### config.mk
export PLATFORM = sky130hd
export DESIGN_NAME = lane_mask_unit
export DESIGN_NICKNAME = d
export VERILOG_FILES = /design/src/rtl/lane_mask_pkg.sv /design/src/rtl/mask_alu.sv /design/src/rtl/zero_test.sv /design/src/rtl/mask_reg.sv /design/src/rtl/lane_mask_unit.sv
export SDC_FILE = /design/constraint.sdc
export NUM_CORES = 1
export LEC_CHECK = 0
export CORE_MARGIN = 1.5
export CORE_UTILIZATION = 33
export DETAILED_ROUTE_END_ITERATION = 12
export GPL_TIMING_DRIVEN = 0
export PLACE_DENSITY = 0.7
export SLEW_MARGIN = 0
export SYNTH_ARGS = -nofsm -noshare
export SYNTH_HDL_FRONTEND = slang
export SYNTH_SLANG_ARGS = --single-unit
### constraint.sdc
create_clock -name clk -period 2.47 [get_ports clk]
set_input_delay 0.6175 -clock clk [delete_from_list [all_inputs] [get_ports clk]]
set_output_delay 0.6175 -clock clk [all_outputs]
set_load 0.02 [all_outputs]
### src/rtl/lane_mask_pkg.sv
// Shared opcode encoding for the lane execution-mask unit.
// Assumes a 4-bit opcode field; codes 10..15 are unassigned.
package lane_mask_pkg;
    typedef enum logic [3:0] {
        OP_SAVE_AND   = 4'd0,
        OP_SAVE_OR    = 4'd1,
        OP_XOR_SDST   = 4'd2,
        OP_XOR_MASK   = 4'd3,
        OP_REJOIN     = 4'd4,
        OP_LOOP_END   = 4'd5,
        OP_BREAK_ACC  = 4'd6,
        OP_BR_ZERO    = 4'd7,
        OP_BR_NONZERO = 4'd8,
        OP_KILL       = 4'd9
    } mask_op_e;

    typedef enum logic [1:0] {
        TEST_NONE    = 2'd0,
        TEST_ZERO    = 2'd1,
        TEST_NONZERO = 2'd2
    } test_sel_e;
endpackage

### src/rtl/mask_alu.sv
// Combinational decode and datapath of the mask operations.
// Computes the next mask, its load enable, the scalar result and the
// branch test to apply. Assumes op_code holds a valid code only when op_valid is high.
module mask_alu
    import lane_mask_pkg::*;
#(
    parameter int LANES = 64
) (
    input  logic             op_valid,
    input  logic [3:0]       op_code,
    input  logic [LANES-1:0] cur_mask,
    input  logic [LANES-1:0] cmp_mask,
    input  logic [LANES-1:0] src_mask,
    input  logic [LANES-1:0] sign_flags,
    output logic [LANES-1:0] nxt_mask,
    output logic             mask_load,
    output logic [LANES-1:0] sdst,
    output logic             sdst_we,
    output logic [LANES-1:0] test_val,
    output test_sel_e        test_sel
);
    logic [LANES-1:0] killed;

    // Per-lane kill: a lane survives only if its sign flag is clear.
    for (genvar g = 0; g < LANES; g++) begin : g_kill
        assign killed[g] = cur_mask[g] & ~sign_flags[g];
    end

    // Decode the opcode into mask update, scalar result and branch test.
    always_comb begin
        nxt_mask  = cur_mask;
        mask_load = 1'b0;
        sdst      = '0;
        sdst_we   = 1'b0;
        test_val  = cur_mask;
        test_sel  = TEST_NONE;
        if (op_valid) begin
            case (op_code)
                OP_SAVE_AND: begin
                    sdst      = cur_mask;
                    sdst_we   = 1'b1;
                    nxt_mask  = cur_mask & cmp_mask;
                    mask_load = 1'b1;
                end
                OP_SAVE_OR: begin
                    sdst      = cur_mask;
                    sdst_we   = 1'b1;
                    nxt_mask  = cur_mask | src_mask;
                    mask_load = 1'b1;
                end
                OP_XOR_SDST: begin
                    sdst    = src_mask ^ cur_mask;
                    sdst_we = 1'b1;
                end
                OP_XOR_MASK: begin
                    nxt_mask  = src_mask ^ cur_mask;
                    mask_load = 1'b1;
                end
                OP_REJOIN: begin
                    nxt_mask  = cur_mask | src_mask;
                    mask_load = 1'b1;
                end
                OP_LOOP_END: begin
                    nxt_mask  = cur_mask & ~src_mask;
                    mask_load = 1'b1;
                    test_val  = cur_mask & ~src_mask;
                    test_sel  = TEST_NONZERO;
                end
                OP_BREAK_ACC: begin
                    sdst    = cur_mask | src_mask;
                    sdst_we = 1'b1;
                end
                OP_BR_ZERO:    test_sel = TEST_ZERO;
                OP_BR_NONZERO: test_sel = TEST_NONZERO;
                OP_KILL: begin
                    nxt_mask  = killed;
                    mask_load = 1'b1;
                end
                default: ;
            endcase
        end
    end
endmodule

### src/rtl/zero_test.sv
// Branch decision: tests a mask value for all-zero or non-zero.
// Assumes the select is TEST_NONE for non-branch operations.
module zero_test
    import lane_mask_pkg::*;
#(
    parameter int LANES = 64
) (
    input  logic [LANES-1:0] value,
    input  test_sel_e        sel,
    output logic             taken
);
    logic any_set;

    // Reduce the mask to a single non-zero flag.
    assign any_set = |value;

    // Pick the polarity that the selected test asks for.
    always_comb begin
        case (sel)
            TEST_ZERO:    taken = ~any_set;
            TEST_NONZERO: taken = any_set;
            default:      taken = 1'b0;
        endcase
    end
endmodule

### src/rtl/mask_reg.sv
// Execution-mask register with load enable and all-ones reset.
// Assumes synchronous active-low reset.
module mask_reg #(
    parameter int LANES = 64
) (
    input  logic             clk,
    input  logic             rst_n,
    input  logic             load,
    input  logic [LANES-1:0] d,
    output logic [LANES-1:0] q
);
    // Hold the mask; reset enables every lane.
    always_ff @(posedge clk) begin
        if (!rst_n)    q <= '1;
        else if (load) q <= d;
    end
endmodule

### src/rtl/lane_mask_unit.sv
// Top of the lane execution-mask unit. One mask operation per clock.
// Scalar result and branch decision are combinational in the operation's
// cycle; the new mask is visible after the next rising edge.
module lane_mask_unit
    import lane_mask_pkg::*;
#(
    parameter int LANES = 64
) (
    input  logic             clk,
    input  logic             rst_n,
    input  logic             op_valid,
    input  logic [3:0]       op_code,
    input  logic [LANES-1:0] cmp_mask,
    input  logic [LANES-1:0] src_mask,
    input  logic [LANES-1:0] sign_flags,
    output logic [LANES-1:0] exec_mask,
    output logic [LANES-1:0] sdst,
    output logic             sdst_we,
    output logic             branch_taken
);
    logic [LANES-1:0] nxt_mask;
    logic             mask_load;
    logic [LANES-1:0] test_val;
    test_sel_e        test_sel;

    mask_alu #(.LANES(LANES)) alu_i (
        .op_valid   (op_valid),
        .op_code    (op_code),
        .cur_mask   (exec_mask),
        .cmp_mask   (cmp_mask),
        .src_mask   (src_mask),
        .sign_flags (sign_flags),
        .nxt_mask   (nxt_mask),
        .mask_load  (mask_load),
        .sdst       (sdst),
        .sdst_we    (sdst_we),
        .test_val   (test_val),
        .test_sel   (test_sel)
    );

    zero_test #(.LANES(LANES)) test_i (
        .value (test_val),
        .sel   (test_sel),
        .taken (branch_taken)
    );

    mask_reg #(.LANES(LANES)) reg_i (
        .clk   (clk),
        .rst_n (rst_n),
        .load  (mask_load),
        .d     (nxt_mask),
        .q     (exec_mask)
    );
endmodule

# Yosys cells after proc, flatten, opt, wreduce, memory -nomap -nowiden
# Cells that the tools add are included.
# totals
ff_bits	64
latchBits	0
ramBits	0
rom_bits	0
inputBits	199
output_inout_bits	130
word_cells	167
n_memories	0
# classes
addsub	0
multipliers	0
div	0
magnitude_cmp	0
n_eq_ne	11
shifts	0
mux	12
bitwise	134
n_reduce_logical	9
# op_table
op	n
64-bit case mux with 5 select lines	1
64-bit 2-to-1 mux	3
64-bit case mux with 3 select lines	1
64-bit AND	2
1-bit inverter	65
1-bit AND	64
64-bit inverter	1
64-bit OR	1
64-bit OR reduction	1
64-bit bitwise XOR	1
4-bit by 3-bit == test with 1-bit output (second input constant)	4
4-bit by 2-bit == test with 1-bit output (second input constant)	2
4-bit == test (second input constant)	2
2-bit OR reduction	3
6-bit OR reduction	1
5-bit nonzero test	1
4-bit by 1-bit == test with 1-bit output (second input constant)	1
4-bit zero test	1
1-bit 2-to-1 mux	4
2-bit case mux with 2 select lines	1
4-bit OR reduction	1
3-bit AND reduction	1
2-bit by 1-bit == test with 1-bit output (second input constant)	1
2-bit == test (second input constant)	1
2 further kinds	2

# Longest topological paths before layout
# Gate-level depths: netlist (run 1).
# depth
ltp_word	7
mapped_depth	8

# Cells and area by module
# From an unflattened synthesis (run 1), not the netlist that was laid out.
# hier_totals
cells_unflattened	1274
hier_area_um2	9544.2
# by_module_without_submodules
module	instances	cells_per_inst	area_per_inst_um2
mask_alu	1	1044	7083.0
mask_reg	1	206	2294.7
zero_test	1	24	166.4

# Least setup slack after synthesis (run 1)
# OpenSTA, ideal clock, no wires.
# synth_path
kind	input to output
startpoint	input port src_mask[27]
endpoint	output port branch_taken
arrival_time_ns	2.000
required_time_ns	1.852
setup_slack_ns	-0.148
stages	7
path_buffers	0
cell_sequence	inv_1 ha_1 nor4_1 nand4_1 or4_1 nand3_1 o211ai_1
# synth_via
elab_chain_len	7
# synth_rtl
element	line_no	rtl
start, declared	lane_mask_unit.sv:14	input logic [LANES-1:0] src_mask,
64-bit inverter *	mask_alu.sv:66	test_val = cur_mask & ~src_mask;
64-bit AND *	mask_alu.sv:66	
64-bit 2-to-1 mux *	mask_alu.sv:38	case (op_code)
64-bit 2-to-1 mux *	mask_alu.sv:37	if (op_valid) begin
64-bit OR reduction *	zero_test.sv:15	assign any_set = |value;
1-bit inverter	zero_test.sv:20	TEST_ZERO: taken = ~any_set;
1-bit case mux with 2 select lines *	zero_test.sv:19	case (sel)
end, declared	lane_mask_unit.sv:19	output logic branch_taken
# Mark *: on every way between the ends. The rest lies on a longest branch, timed or not.

# Worst setup path in the final report (run 1)
# layout_path
startpoint	input port src_mask[20]
endpoint	output port branch_taken
# Same word-level chain as after synthesis.

==> flow_summary.json, run 1 <==
{
  "status": "complete, but fails checks",
  "violations": "negative setup slack",
  "grt_pass1_wl_um": 58900,
  "die_h_um": 159,
  "path_cells": "clkdlybuf4s50_1, inv_2, ha_4, nor4_4, nand4_1, or4_4, nand3_2, o211ai_1, buf_4",
  "ys_ff_latch": 64,
  "tightest_slew_ns": 0.833,
  "cp_top_family": "simple AND/OR/NAND/NOR gates",
  "ir_worst_vdd_v": 0.000199,
  "grt_pass1_vias": 10400,
  "synth_commonest_cells": "129 x inv_1, 128 x a221oi_1, 128 x ha_1, 128 x nor2_1, 91 x o21ai_0",
  "slew_viol_final": 0,
  "crit_path_start_kind": "input pin",
  "route.met2.wl_um": 19400,
  "grt_setup_unrepaired": "true",
  "fp.dieW_um": 159,
  "antenna_found_initial": 3,
  "hold_viol_final": 0,
  "portBuffers": 325,
  "multiInputGateArea_sq_mm": 0.00816,
  "required_ns": 1.85,
  "switchingPower_mw": 1.84,
  "yosysSeqAreaShare_pct": 16.0,
  "fin_crit_sh_pct": 123,
  "drtIter0Drc": 781,
  "nNetsFinal": 1800,
  "synth_area_leaders": "ha_1 20%, dfxtp_1 16%, a221oi_1 14%",
  "leakage_nw": 6.36,
  "grt_usage_pct": 30.7,
  "top_layer_used": "met5",
  "period_needed_ns": 3.05,
  "yosys.area.top_type": "ha_1",
  "fp-row-count": 56,
  "ys.warnings.count": 0,
  "postCtsHoldBufs": 0,
  "path_class": "in -> out",
  "areaGrowthSynthToFinish_pct": 94.2,
  "clock_latency_ns": 0.34,
  "core_area_sq_mm": 0.0236,
  "clockPowerShare_pct": 26.0,
  "clk_pin_slew_ns": 0.06,
  "synth_edf_count": 0,
  "regArea_sq_mm": 0.00133,
  "htree_levels": 3,
  "met3_length_um": 3510,
  "critPathArrivalTime_ns": 2.43,
  "root_buffer": "clkbuf_16",
  "grt_max_degree": 11,
  "drc": 0,
  "vias": 10600,
  "numCtsBuffers": 9,
  "finalWirelength_um": 40900,
  "endpoint_kind": "output pin",
  "top_register": "reg_i.q",
  "relSlewSlack_pct": 44.5,
  "fmax_mhz": 328,
  "largest_reg_flops": 64,
  "syn_inst": 1053,
  "layout-drive-gt1-share_pct": 41.1,
  "yosysMostFrequentCell": "inv_1",
  "die_area_sq_mm": 0.0251,
  "wl_met1_um": 16400,
  "utilization_pct": 65.7,
  "clockBufferDepth": 2,
  "wire_per_inst_um": 22.7,
  "cts_tree": "built",
  "io_pins": 329,
  "ys_types": 35,
  "num-fill-cells": 1873,
  "hold_path.class": "reg -> reg",
  "drtAntennaViolNets": 0,
  "syn-num-nets": 1380,
  "start_util_pct": 33.8,
  "firstDrtPassIters": 5,
  "top_regs": "reg_i.q: 64 flops",
  "grt.overflow.total": 0,
  "p_per_area_mw_per_mm2": 316,
  "critPathSlowestCell": "clkdlybuf4s50_1",
  "hpwl_um": 27700,
  "slowest_delay_ns": 0.47,
  "path_buf_inv": 3,
  "sequentialPowerShare_pct": 27.0,
  "worst_slack_ns": -0.576,
  "reg2reg_slack_ns": 0.69,
  "synth_top_area_share_pct": 20.1,
  "dpl_worst_slack_ns": -1.96,
  "netlist_area_sq_mm": 0.00798,
  "viasPerCell": 5.92,
  "async_flop_share_pct": 0,
  "skew_ns": 0,
  "syn_area_per_cell_sq_um": 7.58,
  "synth_ff_type": "dfxtp_1",
  "finalSetupViolCount": 55,
  "drv_cap": 0,
  "crit_fanout": 2,
  "swShare_pct": 37.6,
  "clock-sinks": 64,
  "gp_congestion": 0.926,
  "combPwrFrac_pct": 46.9,
  "p_int_mw": 3.05
}
==> metrics by stage <==
stage | total power [mW] | std cells | cell area [sq um] | hold slack (ns) | setup TNS [ns]
after detailed placement | 2.95 | 1697 | 11900 | 0.605 | -128.00
after CTS | 4.63 | 1775 | 14500 | 0.630 | -3.46
final | 4.90 | 1799 | 15500 | 0.607 | -2.45
after global placement | 2.92 | 1697 | 11900 | 0.588 | -126.47
after global routing | 5.09 | 1797 | 15500 | 0.610 | -4.56
after floorplan | 2.13 | 1053 | 8280 | 0.651 | -0.0786
==> worst paths after layout <==
check / depth (start not counted) / start / to
max: 9 / src_mask[20] / branch_taken
min: 2 / reg_i.q[0] / reg_i.q[0]
max reg2reg: 5 / reg_i.q[20] / reg_i.q[20]
min reg2reg: 2 / reg_i.q[0] / reg_i.q[0]
==> kinds of logic (layout without fill, tap and decap cells) <==
family          count (synthesis)  in the layout  share of synthesized area (%)
compound gates                324            324                           29.5
simple gates                  317            317                           22.3
buf+inv                       220            645                           12.0
fa+ha+maj                     128            128                           20.1
flops                          64             64                           16.0
other cells                     0              2                              0
==> per-layer routing <==
| layer | vias to the layer above | GRT usage (%) |
|---|---|---|
| li1 | 4790 | - |
| met3 | 104 | 5.74 |
| met1 | 5131 | 37.6 |
| met4 | 2 | 14.1 |
| met2 | 615 | 51.7 |
| met5 | - | 0 |
==> worst reg2reg max path: stages, from the launching register on <==
cell and delay, ns:
dfxtp_1 0.56, inv_1 0.16, ha_4 0.28, buf_4 0.13
a221oi_1 0.36, o311ai_1 0.13
==> power by group through the flow <==
stage | Clock [mW] | Combinational [mW] | Sequential [mW]
floorplan | 0 | 0.818 | 1.31
global route | 1.32 | 2.44 | 1.33
finish | 1.28 | 2.30 | 1.32
global placement | 0 | 1.65 | 1.28
CTS | 1.26 | 2.07 | 1.30
detailed placement | 0 | 1.67 | 1.28
==> cell type report <==
cell class	instances	area share [%]
Buffer	84	4.37
Clock inverter	4	0.290
Tap cell	319	2.57
Inverter	129	3.19
Clock buffer	12	1.52
Antenna cell	2	0.0323
Multi-Input combinational cell	769	52.6
Sequential cell	64	8.58
Timing Repair Buffer	416	26.9
==> cell usage in the layout, fill, tap and decap left out, types with 5 or more instances in the layout <==
cell             instances
ha_2                     8
clkdlybuf4s50_1        193
and2_1                  65
ha_4                    67
dfxtp_1                 31
clkbuf_2                13
a221oi_1                64
buf_2                   28
buf_8                    7
inv_1                   67
o311ai_1                60
nand3b_1                65
nor4_1                  11
inv_2                   58
buf_4                   76
a221oi_4                45
o21ai_0                 91
dfxtp_2                 30
dlygate4sd2_1           35
ha_1                    53
clkbuf_16               13
clkdlybuf4s15_1          7
buf_6                   85
dlymetal6s2s_1           5
clkbuf_1                20
buf_12                  14
nand4_1                  9
nor2_1                  34
o21ai_1                 38
buf_1                    8
nor2_2                  78
nor2_4                  17
nor4_4                  17
a221oi_2                19
==> timing repair <==
| item | 4_1_cts | 5_1_grt |
|---|---|---|
| endpoints found under the hold margin | 0 | 0 |
| gates resized for setup | 816 | 209 |
| buffers inserted | 55 | 27 |
| pin swaps | 96 | 51 |
| gates cloned | 7 | 4 |
| endpoints found under the setup margin | 102 | 66 |
No activity file was read; power rests on OpenSTA's default activity.
==> inputs of run 2 (changes only) <==
--- a/config.mk
+++ b/config.mk
@@ -14,3 +14,4 @@
 export SYNTH_ARGS = -nofsm -noshare
 export SYNTH_HDL_FRONTEND = slang
 export SYNTH_SLANG_ARGS = --single-unit
+export TNS_END_PERCENT = 10
==> constraint.sdc (replaced) <==
create_clock -name clk -period 2.47 [get_ports clk]
set_input_delay 0.3705 -clock clk [delete_from_list [all_inputs] [get_ports clk]]
set_output_delay 0.3705 -clock clk [all_outputs]
set_load 0.02 [all_outputs]
==> run 2 against run 1 <==
Net effect:
- the flow still finishes with violations (negative setup slack)
- worst hold slack worse by 0.012 ns
- non-clock buffer count shrank 48
- core utilization fell by 10 points
- cell count decreased by 2.7%
- critical path type is now reg -> out
- critical endpoint unchanged
==> flow_summary.json, run 2 (synthesis results as in run 1) <==
{
  "clock-sinks": 64,
  "antenna_found_initial": 1,
  "final_cells": 1750,
  "num-fill-cells": 2210,
  "finalWirelength_um": 37300,
  "firstDrtPassIters": 5,
  "busiest_layer": "met2",
  "drv_cap": 0,
  "top_register": "reg_i.q",
  "clock_latency_ns": 0.34,
  "p_per_area_mw_per_mm2": 351,
  "dpl_worst_slack_ns": -1.24,
  "use_met2_pct": 46.9,
  "fin_crit_sh_pct": 110,
  "portBuffers": 325,
  "gr-usage-met1_pct": 37.8,
  "required_ns": 2.10,
  "drtIter0Drc": 787,
  "crit_path_start_kind": "flip-flop",
  "io_pins": 329,
  "drc": 0,
  "tightest_slew_ns": 0.797,
  "hold_path.class": "reg -> reg",
  "status": "complete, but fails checks",
  "nNetsFinal": 1752,
  "start_util_pct": 33.8,
  "hold-worst-slack_ns": 0.596,
  "period_needed_ns": 2.73,
  "grt.overflow.total": 0,
  "hpwl_um": 27200,
  "fmax_mhz": 367,
  "top_regs": "reg_i.q: 64 flops",
  "grt_pass1_vias": 9740,
  "skew_ns": 0,
  "dp.cells": 1697,
  "leakage_nw": 5.76,
  "viasPerCell": 5.87,
  "largest_reg_flops": 64,
  "vias": 10300,
  "grt_max_degree": 11,
  "hold_viol_final": 0,
  "gp_congestion": 0.873,
  "layout-drive-gt1-share_pct": 22.3,
  "critPathArrivalTime_ns": 2.36,
  "use_met3_pct": 3.46,
  "slew_viol_final": 0,
  "fp.dieW_um": 159,
  "clk_pin_slew_ns": 0.06,
  "grt_usage_pct": 28.4,
  "root_buffer": "clkbuf_16",
  "numCtsBuffers": 9,
  "ir_worst_vdd_v": 0.000224,
  "final_common_cell": "clkdlybuf4s50_1",
  "grt_pass1_wl_um": 55200,
  "path_class": "reg -> out",
  "drtAntennaViolNets": 0,
  "fp-row-count": 56,
  "cts_tree": "built",
  "wire_per_inst_um": 21.3,
  "crit_fanout": 7,
  "grt_setup_unrepaired": "true",
  "finalSetupViolCount": 1,
  "violations": "negative setup slack",
  "die_area_sq_mm": 0.0251,
  "areaGrowthSynthToFinish_pct": 64.7,
  "htree_levels": 3,
  "endpoint_kind": "output pin",
  "relSlewSlack_pct": 46.9,
  "final_cell_mix": "212 x clkdlybuf4s50_1, 128 x nor2_1, 123 x a221oi_1",
  "core_area_sq_mm": 0.0236,
  "die_h_um": 159,
  "worst_slack_ns": -0.257,
  "clockBufferDepth": 2
}
## run 2: changes by cell type in the layout (fill, tap and decap cells not counted), moves of 18 or more
cell / before / now
nor2_1: 34 / 128
buf_6: 85 / 9
dfxtp_2: 30 / 11
nor2_2: 78 / 1
buf_4: 76 / 57
a221oi_4: 45 / 1
a221oi_1: 64 / 123
clkdlybuf4s50_1: 193 / 212
ha_4: 67 / 42
clkdlybuf4s15_2: 2 / 20
## run 2: layout make-up
type | count | area, sq um | share of cell area (%)
inverter | 129 | 484 | 3.68
sequential | 64 | 1310 | 9.99
tap | 319 | 399 | 3.04
timing repair buffer | 361 | 3410 | 25.9
clock buffer | 14 | 274 | 2.08
clock inverter | 2 | 60.1 | 0.457
buffer | 91 | 556 | 4.22
antenna | 1 | 2.50 | 0.0190
multi-input combinational | 769 | 6650 | 50.6
## run 2: final timing paths
path	startpoint	to	slack, ns	depth (start not counted)
worst max-delay path	reg_i.q[43]	branch_taken	-0.26	5
worst min-delay path	reg_i.q[60]	reg_i.q[60]	0.60	2
worst max register to register	reg_i.q[46]	reg_i.q[46]	0.94	4
worst min register to register	reg_i.q[60]	reg_i.q[60]	0.60	2
## run 2: critical path, stage by stage, from the launching register on
cell and delay (ns):
dfxtp_2 0.37, nor4_4 0.48, nand4_1 0.24, or4_1 0.53
o211ai_1 0.19, buf_4 0.18
## run 2: timing repair
| item | in CTS | in global routing |
|---|---|---|
| pin swaps | 31 | 13 |
| setup buffers | 31 | 5 |
| gates resized for setup | 394 | 87 |
| endpoints found under the setup margin | 66 | 24 |
| gates cloned | 0 | 0 |
| hold buffers | 0 | 0 |
## run 2: power by group
group          internal [mW]  switching, mW
Sequential              1.11          0.174
Clock                  0.969          0.519
Combinational          0.926          0.918
## run 2: metrics by stage
| stage | TNS [ns] | utilization (%) | power [mW] | instance area [sq um] |
|---|---|---|---|---|
| after floorplan | 0 | - | 2.09 | 7980 |
| after global placement | -77.53 | 49.3 | 2.86 | 11600 |
| after detailed placement | -74.39 | 49.3 | 2.88 | 11600 |
| after CTS | -0.268 | 55.0 | 4.54 | 13000 |
| after global routing | -0.341 | 55.7 | 4.80 | 13100 |
| final | -0.257 | 55.7 | 4.61 | 13100 |
## run 2: routing by layer
| metal | vias to the layer above | wire (um) |
|---|---|---|
| li1 | 4684 | - |
| met1 | 4960 | 15600 |
| met2 | 552 | 17600 |
| met3 | 81 | 2890 |
| met4 | 0 | 1180 |
| met5 | - | 0 |
==> inputs of run 3 (changes only) <==
--- a/config.mk
+++ b/config.mk
@@ -6,10 +6,10 @@
 export NUM_CORES = 1
 export LEC_CHECK = 0
 export CORE_MARGIN = 1.5
-export CORE_UTILIZATION = 33
+export CORE_UTILIZATION = 25
 export DETAILED_ROUTE_END_ITERATION = 12
 export GPL_TIMING_DRIVEN = 0
-export PLACE_DENSITY = 0.7
+export PLACE_DENSITY = 0.54
 export SLEW_MARGIN = 0
 export SYNTH_ARGS = -nofsm -noshare
 export SYNTH_HDL_FRONTEND = slang
==> constraint.sdc (replaced) <==
create_clock -name clk -period 3.3 [get_ports clk]
set_input_delay 0.495 -clock clk [delete_from_list [all_inputs] [get_ports clk]]
set_output_delay 0.495 -clock clk [all_outputs]
set_load 0.02 [all_outputs]
==> run 3 against run 2 <==
Net effect:
- the flow now finishes without violations
- die area grew 31%
- first-iteration DRC count down 1.4%
- critical path depth is 4 higher
- combinational power shrank 31%
- setup slack improved by 0.31 ns
- sequential power is 27% lower
- critical endpoint unchanged
- highest routed layer unchanged
==> flow_summary.json, run 3 (synthesis results as in run 1) <==
{
  "grt_pass1_vias": 9694,
  "ir_worst_vdd_v": 0.000223,
  "nNetsFinal": 1724,
  "finalSetupViolCount": 0,
  "fp-row-count": 65,
  "firstDrtPassIters": 6,
  "grt_max_degree": 11,
  "layout-drive-gt1-share_pct": 7.77,
  "final_common_cell": "clkdlybuf4s50_1",
  "finalWirelength_um": 39600,
  "hpwl_um": 29900,
  "core_area_sq_mm": 0.0315,
  "io_pins": 329,
  "fin_crit_sh_pct": 98.4,
  "tightest_slew_ns": 0.890,
  "status": "complete, no violations",
  "setup.worst_path.start": "src_mask[55]",
  "postLayoutCellArea_sq_mm": 0.0123,
  "grt_pass1_wl_um": 59600,
  "endpoint_kind": "output pin",
  "hold_viol_final": 0,
  "die_area_sq_mm": 0.0330,
  "min_from": "reg_i.q[29]",
  "viasPerCell": 5.43,
  "grt_setup_unrepaired": "true",
  "critPathArrivalTime_ns": 2.75,
  "skew_ns": 0,
  "path_class": "in -> out",
  "reg2reg_from": "reg_i.q[58]",
  "areaGrowthSynthToFinish_pct": 54.3,
  "clock_latency_ns": 0.34,
  "root_buffer": "clkbuf_16",
  "cts_tree": "built",
  "portBuffers": 325,
  "hold_path.class": "reg -> reg",
  "p_per_area_mw_per_mm2": 259,
  "grt.overflow.total": 0,
  "placed_cell_area_sq_mm": 0.0117,
  "start_util_pct": 25.4,
  "slew_viol_final": 0,
  "power.total_mw": 3.19,
  "grt_usage_pct": 23.4,
  "drtIter0Drc": 776,
  "leakage_nw": 5.96,
  "required_ns": 2.80,
  "clock-sinks": 64,
  "num-fill-cells": 3242,
  "vias": 9802,
  "antenna_found_initial": 1,
  "gp_congestion": 0.852,
  "period_needed_ns": 3.25,
  "clk_pin_slew_ns": 0.06,
  "crit_fanout": 2,
  "wire_per_inst_um": 21.9,
  "clockBufferDepth": 2,
  "numCtsBuffers": 9,
  "dpl_worst_slack_ns": -0.713,
  "crit_path_start_kind": "input pin",
  "drv_cap": 0,
  "drtAntennaViolNets": 0,
  "top_register": "reg_i.q",
  "htree_levels": 3,
  "final_cell_mix": "262 x clkdlybuf4s50_1, 129 x inv_1, 128 x nor2_1, 128 x a221oi_1, 126 x ha_1",
  "worst_slack_ns": 0.0534,
  "relSlewSlack_pct": 40.7,
  "fmax_mhz": 308,
  "drc": 0,
  "die_h_um": 182,
  "postCtsHoldBufs": 0,
  "fp.dieW_um": 182,
  "largest_reg_flops": 64,
  "top_regs": "reg_i.q: 64 flops"
}
[run 3: cell types whose count changed in the layout (fill, tap and decap cells not counted), moves of 27 or more]
cell	previous run	this run
buf_4	57	30
clkdlybuf4s50_1	212	262
ha_1	70	126
ha_4	42	0
inv_1	80	129
inv_2	49	0
[run 3: through the flow]
stage / hold WS, ns / instances / util [%] / setup TNS (ns)
after detailed placement: 0.606 / 1780 / 37.3 / -38.18
after CTS: 0.615 / 1803 / 38.8 / 0
after global routing: 0.650 / 1804 / 39.1 / -0.136
final: 0.608 / 1805 / 39.2 / 0
after floorplan: 0.651 / 1053 / - / 0
after global placement: 0.594 / 1780 / 37.3 / -36.42
[run 3: where the power goes]
group          switching (mW)  internal [mW]
sequential              0.114          0.826
combinational           0.647          0.628
clock                   0.391          0.583
total                    1.15           2.04
[run 3: path summary, 6_finish.rpt]
check / slack [ns] / depth (start not counted) / to
max: 0.05 / 9 / branch_taken
min: 0.61 / 2 / reg_i.q[29]
max reg2reg: 1.73 / 4 / reg_i.q[58]
min reg2reg: 0.61 / 2 / reg_i.q[29]
[run 3: layout make-up]
class                      instances  area [sq um]  share of cell area (%)
tap                              402           503                    4.08
multi-input combinational        769          5910                    47.9
clock buffer                      12           236                    1.92
clock inverter                     4          45.0                   0.366
buffer                            91           518                    4.20
timing repair buffer             333          3340                    27.1
antenna                            1          2.50                  0.0203
inverter                         129           484                    3.93
sequential                        64          1280                    10.4
[run 3: critical path, stage by stage]
cell             delay (ns)
clkdlybuf4s50_1        0.46
inv_1                  0.06
ha_1                   0.22
nor4_2                 0.40
nand4_1                0.22
or4_1                  0.52
nand3_1                0.10
o211ai_1               0.09
buf_2                  0.18
[run 3: routing by layer]
| layer | share of wire, % | global-route usage, % | up-vias |
|---|---|---|---|
| met5 | 0 | 0 | - |
| met4 | 1.8 | 5.63 | 0 |
| met3 | 5.7 | 2.79 | 45 |
| met2 | 46 | 38.6 | 392 |
| met1 | 46 | 32.4 | 4752 |
| li1 | - | - | 4613 |
[run 3: repair_timing]
| item | 4_1_cts | 5_1_grt |
|---|---|---|
| cloned | 0 | 0 |
| pin swaps | 5 | 1 |
| buffers inserted | 7 | 1 |
| endpoints found under the hold margin | 0 | 0 |
| gates resized for setup | 82 | 34 |
| setup endpoints to repair | 66 | 36 |
